### src/rtl/lsplit_pkg.sv
package lsplit_pkg;
  localparam int NLANE  = 4;
  localparam int LANE_W = 8;
  localparam int DW     = NLANE * LANE_W;
  localparam int IDX_W  = $clog2(NLANE);

  typedef enum logic [1:0] {
    BW8  = 2'b00,
    BW16 = 2'b01,
    BW32 = 2'b10
  } bw_e;

  function automatic bw_e decode_bw(input logic [1:0] code);
    if (code[1])      return BW32;
    else if (code[0]) return BW16;
    else              return BW8;
  endfunction
endpackage

### src/rtl/lsplit_units.sv
module lsplit_units
  import lsplit_pkg::*;
(
  input  bw_e              bw,
  input  logic [NLANE-1:0] be,
  output logic [NLANE-1:0] units
);
  localparam int NHALF = NLANE / 2;

  logic [NHALF-1:0] half_any;

  for (genvar h = 0; h < NHALF; h++) begin : g_half
    assign half_any[h] = |be[2*h +: 2];
  end

  always_comb begin
    units = '0;
    case (bw)
      BW8:     units = be;
      BW16:    units[NHALF-1:0] = half_any;
      default: units[0] = |be;
    endcase
  end
endmodule

### src/rtl/lsplit_pick.sv
module lsplit_pick
  import lsplit_pkg::*;
(
  input  logic [NLANE-1:0] pend,
  output logic [IDX_W-1:0] idx,
  output logic [NLANE-1:0] onehot
);
  always_comb begin
    idx = '0;
    for (int i = NLANE - 1; i >= 0; i--) begin
      if (pend[i]) idx = IDX_W'(i);
    end
    onehot = NLANE'(1) << idx;
  end
endmodule

### src/rtl/lsplit_steer.sv
module lsplit_steer
  import lsplit_pkg::*;
(
  input  bw_e              bw,
  input  logic [IDX_W-1:0] idx,
  input  logic [NLANE-1:0] be,
  input  logic [DW-1:0]    wdata,
  output logic [1:0]       addr,
  output logic [NLANE-1:0] strb_n,
  output logic [DW-1:0]    data
);
  localparam int HW = 2 * LANE_W;

  always_comb begin
    addr   = '0;
    strb_n = '1;
    data   = '0;
    case (bw)
      BW8: begin
        addr          = idx;
        strb_n[0]     = 1'b0;
        data[LANE_W-1:0] = wdata[LANE_W*idx +: LANE_W];
      end
      BW16: begin
        addr      = {idx[0], 1'b0};
        strb_n[0] = ~be[2*idx[0]];
        strb_n[1] = ~be[2*idx[0] + 1];
        data[HW-1:0] = wdata[HW*idx[0] +: HW];
      end
      default: begin
        addr   = '0;
        strb_n = ~be;
        data   = wdata;
      end
    endcase
  end
endmodule

### src/rtl/lsplit_gather.sv
module lsplit_gather
  import lsplit_pkg::*;
(
  input  logic             clk,
  input  logic             rst_n,
  input  logic             clr,
  input  logic             cap,
  input  bw_e              bw,
  input  logic [IDX_W-1:0] idx,
  input  logic [NLANE-1:0] be,
  input  logic [DW-1:0]    rd_in,
  output logic [DW-1:0]    rd_out
);
  for (genvar l = 0; l < NLANE; l++) begin : g_lane
    logic              hit;
    logic [LANE_W-1:0] src;
    logic [LANE_W-1:0] nxt;
    logic [LANE_W-1:0] q;
    logic              en;

    always_comb begin
      case (bw)
        BW8: begin
          hit = (idx == IDX_W'(l));
          src = rd_in[LANE_W-1:0];
        end
        BW16: begin
          hit = (idx[0] == 1'(l / 2));
          src = rd_in[LANE_W*(l % 2) +: LANE_W];
        end
        default: begin
          hit = 1'b1;
          src = rd_in[LANE_W*l +: LANE_W];
        end
      endcase
      en  = clr | (cap & hit & be[l]);
      nxt = clr ? '0 : src;
    end

    always_ff @(posedge clk or negedge rst_n) begin
      if (!rst_n)  q <= '0;
      else if (en) q <= nxt;
    end

    assign rd_out[LANE_W*l +: LANE_W] = q;
  end
endmodule

### src/rtl/lsplit_top.sv
module lsplit_top
  import lsplit_pkg::*;
#(
  parameter int NUM_REGIONS = 5,
  parameter int REGION_W    = 3
) (
  input  logic                     clk,
  input  logic                     rst_n,
  input  logic [2*NUM_REGIONS-1:0] cfg_width,
  input  logic                     acc_start,
  input  logic                     acc_write,
  input  logic [REGION_W-1:0]      acc_region,
  input  logic [3:0]               acc_be,
  input  logic [31:0]              acc_wdata,
  output logic                     acc_busy,
  output logic                     acc_done,
  output logic [31:0]              acc_rdata,
  output logic                     loc_req,
  output logic                     loc_write,
  output logic [1:0]               loc_addr,
  output logic [3:0]               loc_strb_n,
  output logic [31:0]              loc_wdata,
  input  logic                     loc_done,
  input  logic [31:0]              loc_rdata
);
  typedef enum logic {S_IDLE, S_RUN} st_e;

  st_e              st_q, st_n;
  logic [NLANE-1:0] pend_q, pend_n;
  logic [NLANE-1:0] be_q;
  logic [DW-1:0]    wd_q;
  logic             wr_q;
  bw_e              bw_q;
  bw_e              bw_in;
  logic             done_q, done_n;
  logic [NLANE-1:0] units_in;
  logic [IDX_W-1:0] idx;
  logic [NLANE-1:0] idx_oh;
  logic             accept;
  logic             advance;

  always_comb begin
    bw_in = BW32;
    for (int r = 0; r < NUM_REGIONS; r++) begin
      if (acc_region == REGION_W'(r)) bw_in = decode_bw(cfg_width[2*r +: 2]);
    end
  end

  lsplit_units u_units (
    .bw    (bw_in),
    .be    (acc_be),
    .units (units_in)
  );

  lsplit_pick u_pick (
    .pend   (pend_q),
    .idx    (idx),
    .onehot (idx_oh)
  );

  lsplit_steer u_steer (
    .bw     (bw_q),
    .idx    (idx),
    .be     (be_q),
    .wdata  (wd_q),
    .addr   (loc_addr),
    .strb_n (loc_strb_n),
    .data   (loc_wdata)
  );

  lsplit_gather u_gather (
    .clk    (clk),
    .rst_n  (rst_n),
    .clr    (accept),
    .cap    (advance & ~wr_q),
    .bw     (bw_q),
    .idx    (idx),
    .be     (be_q),
    .rd_in  (loc_rdata),
    .rd_out (acc_rdata)
  );

  assign accept  = acc_start & (st_q == S_IDLE);
  assign advance = loc_done & (st_q == S_RUN);

  always_comb begin
    st_n   = st_q;
    pend_n = pend_q;
    done_n = 1'b0;
    if (accept) begin
      pend_n = units_in;
      if (units_in == '0) done_n = 1'b1;
      else                st_n   = S_RUN;
    end else if (advance) begin
      pend_n = pend_q & ~idx_oh;
      if (pend_n == '0) begin
        st_n   = S_IDLE;
        done_n = 1'b1;
      end
    end
  end

  always_ff @(posedge clk or negedge rst_n) begin
    if (!rst_n) begin
      st_q   <= S_IDLE;
      pend_q <= '0;
      done_q <= 1'b0;
    end else begin
      st_q   <= st_n;
      done_q <= done_n;
      if (accept | advance) pend_q <= pend_n;
    end
  end

  always_ff @(posedge clk or negedge rst_n) begin
    if (!rst_n) begin
      be_q <= '0;
      wd_q <= '0;
      wr_q <= 1'b0;
      bw_q <= BW32;
    end else if (accept) begin
      be_q <= acc_be;
      wd_q <= acc_wdata;
      wr_q <= acc_write;
      bw_q <= bw_in;
    end
  end

  assign acc_busy  = (st_q == S_RUN);
  assign acc_done  = done_q;
  assign loc_req   = (st_q == S_RUN);
  assign loc_write = wr_q;
endmodule

### config.mk
export PLATFORM = sky130hd
export DESIGN_NAME = lsplit_top
export DESIGN_NICKNAME = d
export VERILOG_FILES = /design/src/rtl/lsplit_pkg.sv /design/src/rtl/lsplit_units.sv /design/src/rtl/lsplit_pick.sv /design/src/rtl/lsplit_steer.sv /design/src/rtl/lsplit_gather.sv /design/src/rtl/lsplit_top.sv
export SDC_FILE = /design/constraint.sdc
export NUM_CORES = 1
export LEC_CHECK = 0
export ABC_CLOCK_PERIOD_IN_PS = 3350
export CAP_MARGIN = 20
export CORE_ASPECT_RATIO = 2
export CORE_MARGIN = 2
export CORE_UTILIZATION = 25
export CTS_CLUSTER_DIAMETER = 40
export DETAILED_ROUTE_END_ITERATION = 8
export GPL_TIMING_DRIVEN = 1
export PLACE_DENSITY_LB_ADDON = 0.3
export SKIP_CTS_REPAIR_TIMING = 1
export SLEW_MARGIN = 20
export SYNTH_ARGS = -nofsm -noshare
export SYNTH_HDL_FRONTEND = slang
export SYNTH_HIERARCHICAL = 1
export SYNTH_SLANG_ARGS = --single-unit
### constraint.sdc
create_clock -name clk -period 3.35 [get_ports clk]
set_clock_uncertainty 0.15 [all_clocks]
set_input_delay 0.5025 -clock clk [delete_from_list [all_inputs] [get_ports clk]]
set_output_delay 0.5025 -clock clk [all_outputs]
set_load 0.01 [all_outputs]
# Word level (Yosys, flattened, before mapping)
# Cells that the tools add are included.
# totals
reg_bits	77
inputBits	86
out_inout_bits	74
# classes
add_sub_neg	1
magnitude_cmp	2
n_eq_ne	10
n_shift	3
muxes	54
bitwise	24
n_reduce_logical	14
# op_table
operator	count
two-way mux 8 bit	6
case mux 8 bit (2 select lines)	3
less-than comparator 32 x 3 -> 1 bit (second input constant)	1
two-way mux 2 bit	16
indexed part select 32 x 6 -> 16 bit	1
indexed part select 32 x 6 -> 8 bit	1
two-way mux 1 bit	16
two-way mux 16 bit	1
case mux 1 bit (2 select lines)	8
bitwise AND 1 bit	11
logical NOT 4 bit	2
two-way mux 4 bit	2
NOT 4 bit	2
equality test 2 x 1 -> 1 bit (second input constant)	3
equality test 3 x 2 -> 1 bit (second input constant)	2
logical NOT 2 bit	3
OR reduction 2 bit	3
NOT 1 bit	5
OR 1 bit	5
bitwise AND 4 bit	1
equality test 2 bit (second input constant)	2
case mux 2 bit (2 select lines)	1
nonzero test 2 bit	2
OR reduction 4 bit	1
10 further kinds	10

# Depth between registers and ports, before layout
# Gate-level depths: netlist of run 1.
# depth
depth_word	12
depth_mapped	10
mapped_depth_nobuf	9

# Hierarchy
# Netlist of run 1, hierarchy kept.
# modules_own_cells
module	n_inst	cells_each	area_per_inst_um2
lsplit_top	1	221	1930.6
lsplit_gather	1	181	1788.0
lsplit_steer	1	94	703.2
lsplit_pick	1	9	55.1
lsplit_units	1	8	47.5

# Worst setup path before layout of run 1
# OpenSTA, ideal clock, no wires.
# synth_path
path_kind	register -> output
startpoint	reg pend_q[2]
endpoint	out loc_wdata[0]
arrival_time_ns	1.986
required_ns	2.697
setup_slack_ns	0.712
stages_incl_launch_ff	8
path_buffers	2
path_cell_list	dfrtp_1 -> nand2b_4 -> a21oi_1 -> buf_6 -> nor2b_4 -> buf_4 -> a21oi_1 -> o311ai_0
# synth_between
elab_chain_cells	5
elab_cells_between_ends	6
classes_between	shift (2); mux (4)
# synth_rtl
element	line_no	rtl
from (decl)	lsplit_top.sv:29	logic [NLANE-1:0] pend_q, pend_n;
from (signal assigned)	lsplit_top.sv:111	if (accept | advance) pend_q <= pend_n;
two-way mux 2 bit * (3 in series)	lsplit_pick.sv:11	if (pend[i]) idx = IDX_W'(i);
via idx[0]	lsplit_top.sv:37	logic [IDX_W-1:0] idx;
indexed part select 32 x 6 -> 16 bit or indexed part select 32 x 6 -> 8 bit (tied branches)	lsplit_steer.sv:28, lsplit_steer.sv:22	
case mux 8 bit (2 select lines) *	lsplit_steer.sv:18	case (bw)
to (decl)	lsplit_top.sv:22	output logic [31:0] loc_wdata,
# The timed path passes the listed nets; every way through them passes the cells marked *.

# Final worst setup path of run 1
# layout_path
startpoint	reg pend_q[2]
endpoint	out loc_wdata[3]
# The elaborated chain is that of the path after synthesis.

==> results.yml, run 1 <==
synth:
  ys_types: 55
  syn-instance-count: 513
  syn_avg_cell_area_um2: 8.82
  yosys_warnings: 6
  seq_area_frac_synth: 0.426
  synthArstFlopShare: 1.00
  ys_ff_latch: 77
  synth_edf_count: 0
  syn_area_um2: 4520
  syn-num-nets: 599
  synth_ff_type: "dfrtp_1"
floorplanning:
  die_w_um: 99.1
  core_area_um2: 17800
  io_pins: 160
  die_h_um: 194
  dieArea_um2: 19300
  initial_core_util: 0.254
  placementRows: 69
place:
  dpl.hpwl_um: 12400
  dp_cells: 860
  placement.io_buffers: 159
  gp_congestion: 0.842
finish:
  drive_above_1_share: 0.0855
  fillers: 1822
  multiInputGateArea_um2: 2350
  final_util: 0.373
  nNetsFinal: 748
  layout.cells.non_filler: 880
  area_delta_synth_final_pct: 46.7
  n_antenna_cell: 0
  final-seq-area_um2: 1930
power:
  sw_frac_of_total: 0.387
  power_per_cell_area_nw_per_um2: 895
  total_power_mw: 5.94
  comb_power_share: 0.519
  p_seq_frac: 0.299
  p_clk_frac: 0.182
  internal_power_mw: 3.64
  switchingPower_mw: 2.29
  power.leakage_nw: 2.85
  vdd_ir_drop_max_mv: 0.390
route:
  drtPass1Iterations: 6
  vias_per_cell: 4.89
  drt_wl_total_um: 16100
  drcViolationCount: 0
  ant_nets: 0
  drt_iter0_markers: 122
  vias: 4303
  wl_per_cell_um: 18.2
setup_path:
  startpoint_type: "flop"
  cp.required_ns: 2.70
  critPathKind: "reg2out"
  critPathMaxFanout: 7
  end_kind: "output pin"
  worstReg2RegEnd: "u_gather/g_lane[2].q[7]$_DFFE_PN0P_"
  r2r_start: "pend_q[0]$_DFFE_PN0N_"
  cp.arrival_ns: 2.55
  r2r_slack_ns: 0.95
  r2r_cells: 6
cts:
  htree_num_levels: 3
  cts_tree: "yes"
  cts_sinks: 77
  clock-root-buffer: "clkbuf_16"
  clk_path_buf_depth: 2
  cts_buffers: 9
  clk_pin_slew_ns: 0.06
  clk_latency_ns: 0.34
hold_path:
  holdCritPathClass: "in2async"
timing:
  setup_viol: 0
  fin_worst_hold_slack_ns: 0.0580
  fin_crit_ns: 3.20
  hold_violations: 0
  max_slew_margin: 0.507
  max_clock_freq_mhz: 312
  fin_setup_tns_ns: 0
  period_share: 0.955
  drv_slew: 0
  tightestPinTransition_ns: 0.739
  rsz0062_at_grt: "false"
grt:
  grt_usage: 0.166
  grt_pass1_wl_um: 24400
  globalRouteMet1Util: 0.159
  global_route.usage.met2: 0.324
  grt_max_degree: 78
  overflow: 0
  busiest_layer: "met2"
  grt.met3_usage: 0.0281
  grt_pass1_vias: 4474
  antenna_found_initial: 0
run_status:
  status: "completed"
job:
  drv_cap: 0
## cell usage after synthesis (3+ instances only)
| library cell | number | area, µm² |
|---|---|---|
| nand2b_1 | 26 | 163 |
| nand2_1 | 135 | 507 |
| a221o_2 | 5 | 56.3 |
| buf_6 | 4 | 45.0 |
| nor2b_1 | 4 | 25.0 |
| a211oi_1 | 8 | 60.1 |
| a22oi_1 | 3 | 22.5 |
| a31oi_1 | 4 | 25.0 |
| buf_4 | 4 | 30.0 |
| a21boi_0 | 3 | 22.5 |
| buf_2 | 13 | 65.1 |
| o22ai_1 | 9 | 56.3 |
| dfrtp_1 | 76 | 1900 |
| a311oi_1 | 8 | 70.1 |
| nor2_1 | 37 | 139 |
| nor3_1 | 3 | 15.0 |
| nor3b_1 | 8 | 60.1 |
| mux2i_1 | 30 | 300 |
| a22o_1 | 19 | 166 |
| a21oi_1 | 14 | 70.1 |
| and2_1 | 16 | 100 |
| clkbuf_1 | 13 | 48.8 |
| inv_1 | 14 | 52.6 |
| o21ai_0 | 16 | 80.1 |
## state kept, by name (all words and copies together) (netlist names)
name	count
u_gather/g_lane.q	32
wd_q	32
be_q	4
pend_q	4
bw_q	2
acc_busy	1
acc_done	1
loc_write	1
## worst max-delay path by stage
| stage | startpoint | to | slack, ns |
|---|---|---|---|
| 2_1_floorplan | pend_q[2]$_DFFE_PN0N_ | loc_wdata[0] | 0.71 |
| 3_3_place_gp | pend_q[2]$_DFFE_PN0N_ | loc_wdata[3] | 0.42 |
| 3_5_place_dp | pend_q[2]$_DFFE_PN0N_ | loc_wdata[0] | 0.30 |
| 4_1_cts | pend_q[2]$_DFFE_PN0N_ | loc_wdata[0] | -0.08 |
| 5_1_grt | pend_q[2]$_DFFE_PN0N_ | loc_wdata[0] | 0.002 |
| 6_report | pend_q[2]$_DFFE_PN0N_ | loc_wdata[3] | 0.15 |
## power by group through the flow
stage / clock (mW) / sequential (mW) / combinational, mW
floorplan: 0 / 1.68 / 1.69
global placement: 0 / 1.77 / 3.03
detailed placement: 0 / 1.79 / 3.08
CTS: 1.11 / 1.78 / 3.09
global route: 1.14 / 1.83 / 3.35
finish: 1.08 / 1.78 / 3.08
## area by class of cell
cell class	count	area share
Inverter	15	0.00849
Sequential cell	77	0.291
Clock inverter	5	0.0126
Clock buffer	11	0.0366
Multi-Input combinational cell	385	0.354
Timing Repair Buffer	174	0.258
Tap cell	213	0.0402
## worst max-delay path, cell delays in order (launching register included)
cell	delay, ns
dfrtp_1	0.41
nand2b_4	0.17
a21oi_4	0.21
nor2b_4	0.27
buf_4	0.14
a21oi_1	0.06
o311ai_0	0.32
clkdlybuf4s50_1	0.61
## per-layer routing
| layer | share of wire | up-vias |
|---|---|---|
| met5 | 0 | - |
| met4 | 0.039 | 0 |
| met3 | 0.041 | 20 |
| met2 | 0.58 | 136 |
| met1 | 0.34 | 2088 |
| li1 | - | 2059 |
## placed cells by master (no fill, tap or decap), types with 3 or more instances in the layout
cell type,netlist,routed
a22o_1,19,19
a31oi_1,4,4
a21boi_0,3,3
a221o_2,5,5
a311oi_1,8,8
a211oi_1,8,8
and2_1,16,16
dfrtp_1,76,76
inv_1,14,14
nor2b_1,4,4
clkdlybuf4s50_1,0,158
mux2i_1,30,30
a21oi_1,14,13
a21oi_4,2,3
buf_4,4,14
nand2_1,135,135
nand2b_1,26,26
nor2_1,37,37
a22oi_1,3,3
o21ai_0,16,16
nor3b_1,8,8
clkbuf_16,0,9
o22ai_1,9,9
## kinds of logic (layout without fill, tap and decap cells)
group | after synthesis | after routing | share of synthesized area
AOI/OAI and AO/OA | 108 | 108 | 0.188
and+or+nand+nor | 244 | 244 | 0.253
buffers and inverters | 51 | 205 | 0.0583
muxes | 33 | 33 | 0.0747
DFF | 77 | 77 | 0.426
## through the flow
step / setup slack (ns) / instance area (µm²)
after floorplan: 0.712 / 4520
after global placement: 0.421 / 6260
after detailed placement: 0.301 / 6260
after CTS: -0.0798 / 6590
after global routing: 0.00241 / 6640
final: 0.150 / 6640
(Power assumes the default switching activity.)
==> run 2: changes to the inputs <==
--- a/config.mk
+++ b/config.mk
@@ -5,6 +5,7 @@
 export SDC_FILE = /design/constraint.sdc
 export NUM_CORES = 1
 export LEC_CHECK = 0
+export ABC_AREA = 0
 export ABC_CLOCK_PERIOD_IN_PS = 3350
 export CAP_MARGIN = 20
 export CORE_ASPECT_RATIO = 2
==> results of run 2 <==
Final layout, timing and power as in run 1 (identical DEF).
